==> src/rtl/pcs_pkg.sv <==
package pcs_pkg;

    typedef enum logic [1:0] {
        MODE_PCI33   = 2'd0,
        MODE_PCI66   = 2'd1,
        MODE_PCIX100 = 2'd2,
        MODE_PCIX133 = 2'd3
    } bus_mode_e;

    // bus-side inputs that cross into the clock domain
    typedef struct packed {
        logic pwr_good;
        logic strap;
        logic m66;
        logic pcix_cap;
        logic en133;
        logic hp_en;
        logic hp_noglue;
    } pin_in_t;

    localparam int PIN_IN_W = $bits(pin_in_t);

    // settings captured on the power-good rising edge
    typedef struct packed {
        logic clk_sel;
        logic hp_en;
        logic hp_noglue;
    } boot_cfg_t;

    typedef struct packed {
        logic oe;
        logic dout;
    } pin_drv_t;

    localparam int          FREQ_W    = 2;
    localparam logic [1:0]  FREQ_SLOW = 2'b00;

    function automatic bus_mode_e resolve_mode(
        input logic m66,
        input logic pcix_cap,
        input logic en133,
        input logic pin_low
    );
        bus_mode_e m;
        if (pin_low)       m = MODE_PCI33;
        else if (pcix_cap) m = en133 ? MODE_PCIX133 : MODE_PCIX100;
        else               m = m66 ? MODE_PCI66 : MODE_PCI33;
        return m;
    endfunction

endpackage

==> src/rtl/pcs_sync.sv <==
module pcs_sync #(
    parameter int W      = 1,
    parameter int STAGES = 2
) (
    input  logic         clk,
    input  logic         rst,
    input  logic [W-1:0] d,
    output logic [W-1:0] q
);
    localparam int LAST = STAGES - 1;

    logic [W-1:0] chain [STAGES];

    genvar gi;
    generate
        for (gi = 0; gi < STAGES; gi++) begin : g_stage
            if (gi == 0) begin : g_first
                always_ff @(posedge clk) begin
                    if (rst) chain[gi] <= '0;
                    else     chain[gi] <= d;
                end
            end else begin : g_next
                always_ff @(posedge clk) begin
                    if (rst) chain[gi] <= '0;
                    else     chain[gi] <= chain[gi-1];
                end
            end
        end
    endgenerate

    assign q = chain[LAST];

endmodule

==> src/rtl/pcs_boot_latch.sv <==
module pcs_boot_latch
    import pcs_pkg::*;
(
    input  logic      clk,
    input  logic      rst,
    input  logic      pg_s,
    input  boot_cfg_t cfg_in,
    output boot_cfg_t cfg_q,
    output logic      pg_rise
);
    logic pg_d;

    always_ff @(posedge clk) begin
        if (rst) pg_d <= 1'b0;
        else     pg_d <= pg_s;
    end

    assign pg_rise = pg_s & ~pg_d;

    always_ff @(posedge clk) begin
        if (rst)          cfg_q <= '0;
        else if (pg_rise) cfg_q <= cfg_in;
    end

    // captured settings move only on a power-good rise
    p_cfg_hold_r3: assert property (@(posedge clk) disable iff (rst)
        !pg_rise |=> $stable(cfg_q));

    // on a rise the captured value is the one presented
    p_cfg_take_r2: assert property (@(posedge clk) disable iff (rst)
        pg_rise |=> cfg_q == $past(cfg_in));

endmodule

==> src/rtl/pcs_pin_ctrl.sv <==
module pcs_pin_ctrl
    import pcs_pkg::*;
#(
    parameter int         FW        = FREQ_W,
    parameter logic [1:0] SLOW_CODE = FREQ_SLOW
) (
    input  logic          clk,
    input  logic          rst,
    input  boot_cfg_t     cfg,
    input  logic          wr,
    input  logic [FW-1:0] wdata,
    output pin_drv_t      drv,
    output logic          slow_seen
);
    logic slow_wr;

    assign slow_wr = wr && (wdata == SLOW_CODE[FW-1:0]);

    always_ff @(posedge clk) begin
        if (rst)          slow_seen <= 1'b0;
        else if (slow_wr) slow_seen <= 1'b1;
    end

    always_comb begin
        drv.dout = 1'b0;
        if (cfg.hp_noglue) drv.oe = 1'b0;
        else               drv.oe = cfg.hp_en | slow_seen;
    end

    // the sticky record only falls through reset
    p_sticky_r7: assert property (@(posedge clk) disable iff (rst)
        slow_seen |=> slow_seen);

    // a slow-code write takes effect on the next cycle
    p_slow_wr_r7: assert property (@(posedge clk) disable iff (rst)
        slow_wr |=> slow_seen);

    // pin data is low whenever driven
    p_dout_low_r10: assert property (@(posedge clk) disable iff (rst)
        drv.oe |-> !drv.dout);

endmodule

==> src/rtl/pcs_mode_resolve.sv <==
module pcs_mode_resolve
    import pcs_pkg::*;
(
    input  logic      clk,
    input  logic      rst,
    input  logic      m66_s,
    input  logic      pcix_s,
    input  logic      en133_s,
    input  logic      pin_low,
    output bus_mode_e mode_q
);
    bus_mode_e mode_d;

    assign mode_d = resolve_mode(m66_s, pcix_s, en133_s, pin_low);

    always_ff @(posedge clk) begin
        if (rst) mode_q <= MODE_PCI33;
        else     mode_q <= mode_d;
    end

    // PCI-X codes only appear when the capable line was high
    p_pcix_code_r5: assert property (@(posedge clk) disable iff (rst)
        (mode_q == MODE_PCIX100 || mode_q == MODE_PCIX133) |-> $past(pcix_s));

    // 66 MHz conventional needs the pin read high
    p_pci66_code_r4: assert property (@(posedge clk) disable iff (rst)
        mode_q == MODE_PCI66 |-> $past(m66_s) && !$past(pcix_s));

endmodule

==> src/rtl/pcs_speed_sel.sv <==
module pcs_speed_sel
    import pcs_pkg::*;
#(
    parameter int SYNC_STAGES = 2
) (
    input  logic              clk,
    input  logic              rst,
    input  logic              pwr_good,
    input  logic              strap_in,
    input  logic              m66_in,
    input  logic              pcix_cap_in,
    input  logic              en133_in,
    input  logic              hp_en_in,
    input  logic              hp_noglue_in,
    input  logic              freq_wr,
    input  logic [FREQ_W-1:0] freq_wdata,
    output logic [1:0]        mode,
    output logic              clk_src_sel,
    output logic              m66_oe,
    output logic              m66_do
);
    pin_in_t   raw_in;
    pin_in_t   syn_in;
    boot_cfg_t cfg_now;
    boot_cfg_t cfg_q;
    pin_drv_t  drv;
    bus_mode_e mode_q;
    logic      pg_rise;
    logic      slow_seen;

    always_comb begin
        raw_in.pwr_good  = pwr_good;
        raw_in.strap     = strap_in;
        raw_in.m66       = m66_in;
        raw_in.pcix_cap  = pcix_cap_in;
        raw_in.en133     = en133_in;
        raw_in.hp_en     = hp_en_in;
        raw_in.hp_noglue = hp_noglue_in;
    end

    pcs_sync #(.W(PIN_IN_W), .STAGES(SYNC_STAGES)) u_sync (
        .clk (clk),
        .rst (rst),
        .d   (raw_in),
        .q   (syn_in)
    );

    always_comb begin
        cfg_now.clk_sel   = syn_in.strap;
        cfg_now.hp_en     = syn_in.hp_en;
        cfg_now.hp_noglue = syn_in.hp_noglue;
    end

    pcs_boot_latch u_boot (
        .clk     (clk),
        .rst     (rst),
        .pg_s    (syn_in.pwr_good),
        .cfg_in  (cfg_now),
        .cfg_q   (cfg_q),
        .pg_rise (pg_rise)
    );

    pcs_pin_ctrl u_pin (
        .clk       (clk),
        .rst       (rst),
        .cfg       (cfg_q),
        .wr        (freq_wr),
        .wdata     (freq_wdata),
        .drv       (drv),
        .slow_seen (slow_seen)
    );

    pcs_mode_resolve u_mode (
        .clk     (clk),
        .rst     (rst),
        .m66_s   (syn_in.m66),
        .pcix_s  (syn_in.pcix_cap),
        .en133_s (syn_in.en133),
        .pin_low (drv.oe),
        .mode_q  (mode_q)
    );

    assign mode        = mode_q;
    assign clk_src_sel = cfg_q.clk_sel;
    assign m66_oe      = drv.oe;
    assign m66_do      = drv.dout;

    // reset state
    p_reset_r1: assert property (@(posedge clk)
        rst |=> mode == 2'd0 && !clk_src_sel && !m66_oe);

    // driving the pin forces PCI33 on the next cycle
    p_forced_slow_r6: assert property (@(posedge clk) disable iff (rst)
        m66_oe |=> mode == 2'd0);

    // no-glue capture keeps the pin released
    p_noglue_release_r9: assert property (@(posedge clk) disable iff (rst)
        cfg_q.hp_noglue |-> !m66_oe);

    // hot-plug capture without no-glue drives the pin
    p_hp_drive_r6: assert property (@(posedge clk) disable iff (rst)
        (cfg_q.hp_en && !cfg_q.hp_noglue) |-> m66_oe);

    // the pin is released with no hot-plug and no slow write
    p_release_r8: assert property (@(posedge clk) disable iff (rst)
        (!cfg_q.hp_en && !slow_seen) |-> !m66_oe);

    // pin data never high
    p_do_low_r10: assert property (@(posedge clk) !m66_do);

    // clock select only changes right after a power-good rise
    p_sel_hold_r3: assert property (@(posedge clk) disable iff (rst)
        !$past(pg_rise) && !$past(rst) |-> $stable(clk_src_sel));

endmodule

==> config.mk <==
export PLATFORM = sky130hd
export DESIGN_NAME = pcs_speed_sel
export DESIGN_NICKNAME = d
export VERILOG_FILES = /design/src/rtl/pcs_pkg.sv /design/src/rtl/pcs_sync.sv /design/src/rtl/pcs_boot_latch.sv /design/src/rtl/pcs_pin_ctrl.sv /design/src/rtl/pcs_mode_resolve.sv /design/src/rtl/pcs_speed_sel.sv
export SDC_FILE = /design/constraint.sdc
export NUM_CORES = 1
export LEC_CHECK = 0
export ABC_CLOCK_PERIOD_IN_PS = 900
export BUFFER_PORTS_ARGS = -buffer_cell sky130_fd_sc_hd__buf_2
export CELL_PAD_IN_SITES_DETAIL_PLACEMENT = 1
export CELL_PAD_IN_SITES_GLOBAL_PLACEMENT = 1
export CORE_ASPECT_RATIO = 1.1
export CORE_MARGIN = 5
export CORE_UTILIZATION = 36
export CTS_BUF_LIST = sky130_fd_sc_hd__clkbuf_2
export CTS_CLUSTER_SIZE = 28
export DETAILED_ROUTE_END_ITERATION = 10
export GPL_ROUTABILITY_DRIVEN = 0
export PLACE_DENSITY_LB_ADDON = 0.1
export SYNTH_ARGS = -nofsm -noshare
export SYNTH_HDL_FRONTEND = slang
export SYNTH_SLANG_ARGS = --single-unit
==> constraint.sdc <==
create_clock -name clk -period 0.9 [get_ports clk]
set_clock_uncertainty 0.2 [all_clocks]
set_input_delay 0.135 -clock clk [delete_from_list [all_inputs] [get_ports clk]]
set_output_delay 0.135 -clock clk [all_outputs]
set_load 0.01 [all_outputs]
---- Word-level counts from Yosys, hierarchy flattened ----
Memories as Yosys holds them, arrays and structs flattened.
Cells that the tools add are included.
W data, S select, Z words.
operators by class
  multiplexer cells ....................... 9
  bitwise gates (word level) .............. 5
  reduce and logical (&&, ||, !) cells .... 3
operator list
  operator             count
  $mux W7              2
  $mux W1              6
  $or A1 B1 Y1         3
  $logic_not A2 Y1     1
  $mux W2              1
  $reduce_or A2 Y1     1
  $and A1 B1 Y1        1
  $logic_and A1 B1 Y1  1
  $not A1 Y1           1
word-level totals
  register bits ........................... 7
  memory bits (writable) .................. 14
  input port bits ......................... 12
  output and inout bits ................... 5
  word-level logic and storage cells ...... 24
  memories ................................ 1
memory list
  memory        words  bits a word  read ports  clocked after Yosys merged registers in  wr ports  line            RTL
  u_sync.chain  2      7            2           0                                        2         pcs_sync.sv:12  logic [W-1:0] chain [STAGES];

---- Longest topological paths before layout ----
  word-level depth ........................ 3
  mapped depth ............................ 3
  depth with buffers taken out ............ 3

---- Modules after synthesis ----
From an unflattened synthesis, not the netlist that was laid out.
unflattened totals
  cell total of the unflattened synthesis .. 57
  area total of the unflattened synthesis .. 706.9 um^2
by module, submodules not included
  module            instances  cells an instance  area each (um^2)  sequential area each (um^2)
  pcs_sync          1          29                 407.9             280.3
  pcs_boot_latch    1          15                 175.2             80.1
  pcs_mode_resolve  1          5                  67.6              40.0
  pcs_pin_ctrl      1          8                  56.3              20.0

---- Worst setup path after synthesis ----
Ideal clock, no wire load.
  kind .................................... register to register
  start point ............................. memory u_sync.chain[1][6] (netlist name)
  end point ............................... register, netlist name u_boot.cfg_q[0]
  setup time .............................. 0.118 ns
  arrival time ............................ 0.691 ns
  required time ........................... 0.582 ns
  setup slack ............................. -0.109 ns
  cell stages (with the launch flop) ...... 4
  buffers on the path ..................... 0
  clock period less this slack ............ 1.009 ns
  cell sequence ........................... dfxtp_1 nor2b_4 mux2i_1 nor2_1
RTL lines
  element          line
  start, declared  pcs_sync.sv:12

---- Worst setup path in the final report ----
  start point ............................. register, netlist name u_boot.cfg_q[1]
  end point ............................... output m66_oe
on the way
  longest elaborated chain between the ends .. 2
RTL lines
  element        line                 RTL
  $or A1 B1 Y1   pcs_pin_ctrl.sv:27   else drv.oe = cfg.hp_en | slow_seen;
  $mux W1        pcs_pin_ctrl.sv:26   if (cfg.hp_noglue) drv.oe = 1'b0;
  end, declared  pcs_speed_sel.sv:19  output logic m66_oe,
Every way passes these cells.

==> qor.yml <==
grt_overflow: 0
yosysSeqAreaShare_pct: 65.9
wirelength_um: 1050
synth-edff-count: 0
power.share.switching_pct: 21.0
async_flop_share_pct: 0
clk_pin_slew_ns: 0.17
violations: "negative hold slack, negative setup slack"
status: "finished with violations"
clock_sinks: 21
drv_cap: 0
io_pins: 17
cp_cell_sequence: "nor2_2 > nor2_2 > buf_2"
syn_area_per_cell_sq_um: 11.6
post-route-period-util_pct: 140
pwr-share-clk_pct: 24.7
place_area_sq_um: 751
synth_top_area_share_pct: 65.9
dr.pass1.iters: 2
hold_viol: 3
slew_violations: 0
die_w_um: 50.1
design_area_sq_um: 886
p_sw_uw: 311
synth.area.top_cells: "dfxtp_1 66%, nor2b_1 15%, mux2i_1 6.3%"
path_buf_inv: 1
route.detailed.drc: 0
p_leak_nw: 0.386
antenna_cells: 0
grt_max_degree: 14
cts_max_level: 1
wl_per_cell_um: 10.4
clockRootBuffer: "clkbuf_2"
synth_area_leader_cell: "dfxtp_1"
cp.required_ns: 0.56
intPower_mw: 1.17
antenna_found_initial: 0
fp.dieH_um: 54.2
cts_buffer_depth: 2
p_total_mw: 1.48
min_period_ns: 1.26
worstSetupEndpointType: "primary output"
slowest_stage: "dfxtp_2"
cp_slowest_stage_delay_ns: 0.36
rows: 16
synth_common_cells: "21 x dfxtp_1, 15 x nor2b_1, 7 x nor2_1"
ys_types: 11
syn_nets: 67
irDropWorstVdd_mv: 0.854
synthFlopType: "dfxtp_1"
vias: 441
critPathMaxFanout: 2
max_freq_ghz: 0.791
grt_usage_pct: 9.20
first_global_vias: 461
yosysMostFrequentCell: "dfxtp_1"
r2r_slack_ns: -0.18
detail_route.iter0.violations: 1
crit_family: "flip-flops"
power_density_nw_per_um2: 1670
coreArea_sq_um: 1740
ys_warn_count: 0
layout.nets: 96
synthToLayoutAreaGrowth_pct: 38.8
arrival_ns: 0.93
p_seq_share_pct: 66.3
final_core_util_pct: 50.9
cts_tree: "built"
whs_ns: -0.140
critical_path_class: "reg -> out"
synthesis.area_sq_um: 638
ant_nets: 0
setup_ws_ns: -0.364
clock_latency_ns: 0.29
synth_seq_cells: 21
cts.hold.buffers_added: 7
drive_gt1_share_pct: 43.4
netlist_instances: 55
die-area_sq_um: 2720
grt_first_pass_wirelength_um: 1790
hp-class: "in -> reg"
dp.cells: 89
numCtsBuffers: 3
p_comb_share_pct: 9.0
post_drt_via_cell_ratio: 4.37
grt_setup_unrepaired: "true"
crit_path_start_kind: "flip-flop"
setup_viol: 9
fin_tns_setup_ns: -1.69
final_cells: 101
start_util_pct: 36.6
worst_path_most_repeated_cell: "nor2_2"
portBuffers: 15
## final cells by class
type	instances	area, sq um
Clock buffer	4	20.0
Fill cell	195	856
Multi-Input combinational cell	31	220
Sequential cell	21	428
Tap cell	18	22.5
Timing Repair Buffer	27	195
## state kept, by name, indices dropped and copies added (netlist names)
name             flops
u_boot.cfg_q         3
u_boot.pg_d          1
u_mode.mode_q        2
u_pin.slow_seen      1
u_sync.chain        14
## worst paths after layout
path | from | endpoint | cells after the start
worst max-delay path | u_boot.cfg_q[1]$_SDFFE_PP0P_ | m66_oe | 3
worst min-delay path | freq_wr | u_pin.slow_seen$_SDFFE_PP0P_ | 3
worst max register to register | u_sync.chain[1][6]$_SDFF_PP0_ | u_boot.cfg_q[1]$_SDFFE_PP0P_ | 3
worst min register to register | u_sync.chain[0][6]$_SDFF_PP0_ | u_sync.chain[1][6]$_SDFF_PP0_ | 1
## layout by cell type (no fill, tap or decap), drive strengths merged
cell,Yosys,routed
nor3b,1,1
nor3,1,1
dfxtp,21,21
buf,3,20
nor2b,16,16
a21oi,1,1
clkbuf,0,4
nor2,7,7
conb,1,1
dlygate4sd3,0,7
mux2i,4,4
## cell families (layout without fill, tap and decap cells)
logic type	count (synthesis)	count (layout)	synth area share (%)
multiplexers	4	4	6.27
other	1	1	0.588
AO/OA/AOI/OAI	1	1	0.784
flip-flops	21	21	65.9
AND/OR/NAND/NOR	25	25	23.7
buffers and inverters	3	31	2.75
## worst reg2reg max path: cells and delay by family (launching register included)
kind             cells  cell delay [ns]
DFF                  1             0.36
muxes                1             0.20
and+or+nand+nor      2             0.23
## metal layers
layer / up-vias / global-route usage (%) / share of wire, %
met1: 200 / 8.46 / 38
met5: - / 0 / 0
met4: 0 / 5.24 / 0
met3: 0 / 3.60 / 9.2
li1: 225 / - / -
met2: 16 / 17.2 / 53
## power groups by stage
stage	registers, mW	logic (mW)	clock network, mW
6_report	0.981	0.133	0.366
4_1_cts	0.982	0.135	0.396
5_1_grt	0.987	0.150	0.432
3_5_place_dp	0.998	0.0989	0
3_3_place_gp	0.997	0.0969	0
2_1_floorplan	0.997	0.0586	0
## per-stage QoR
| step | setup slack (ns) | hold WS, ns |
|---|---|---|
| 2_1_floorplan | -0.109 | 0.00661 |
| 3_3_place_gp | -0.140 | 0.143 |
| 3_5_place_dp | -0.170 | 0.151 |
| 4_1_cts | -0.411 | -0.172 |
| 5_1_grt | -0.432 | -0.169 |
| 6_report | -0.364 | -0.140 |
## repair_timing
action / CTS / global route
hold endpoints to repair: 12 / 3
pin swaps: 3 / 2
setup endpoints to repair: 9 / 9
cloned: 0 / 0
buffers inserted: 1 / 1
gates resized for setup: 11 / 1
No activity file was read; power rests on OpenSTA's default activity.
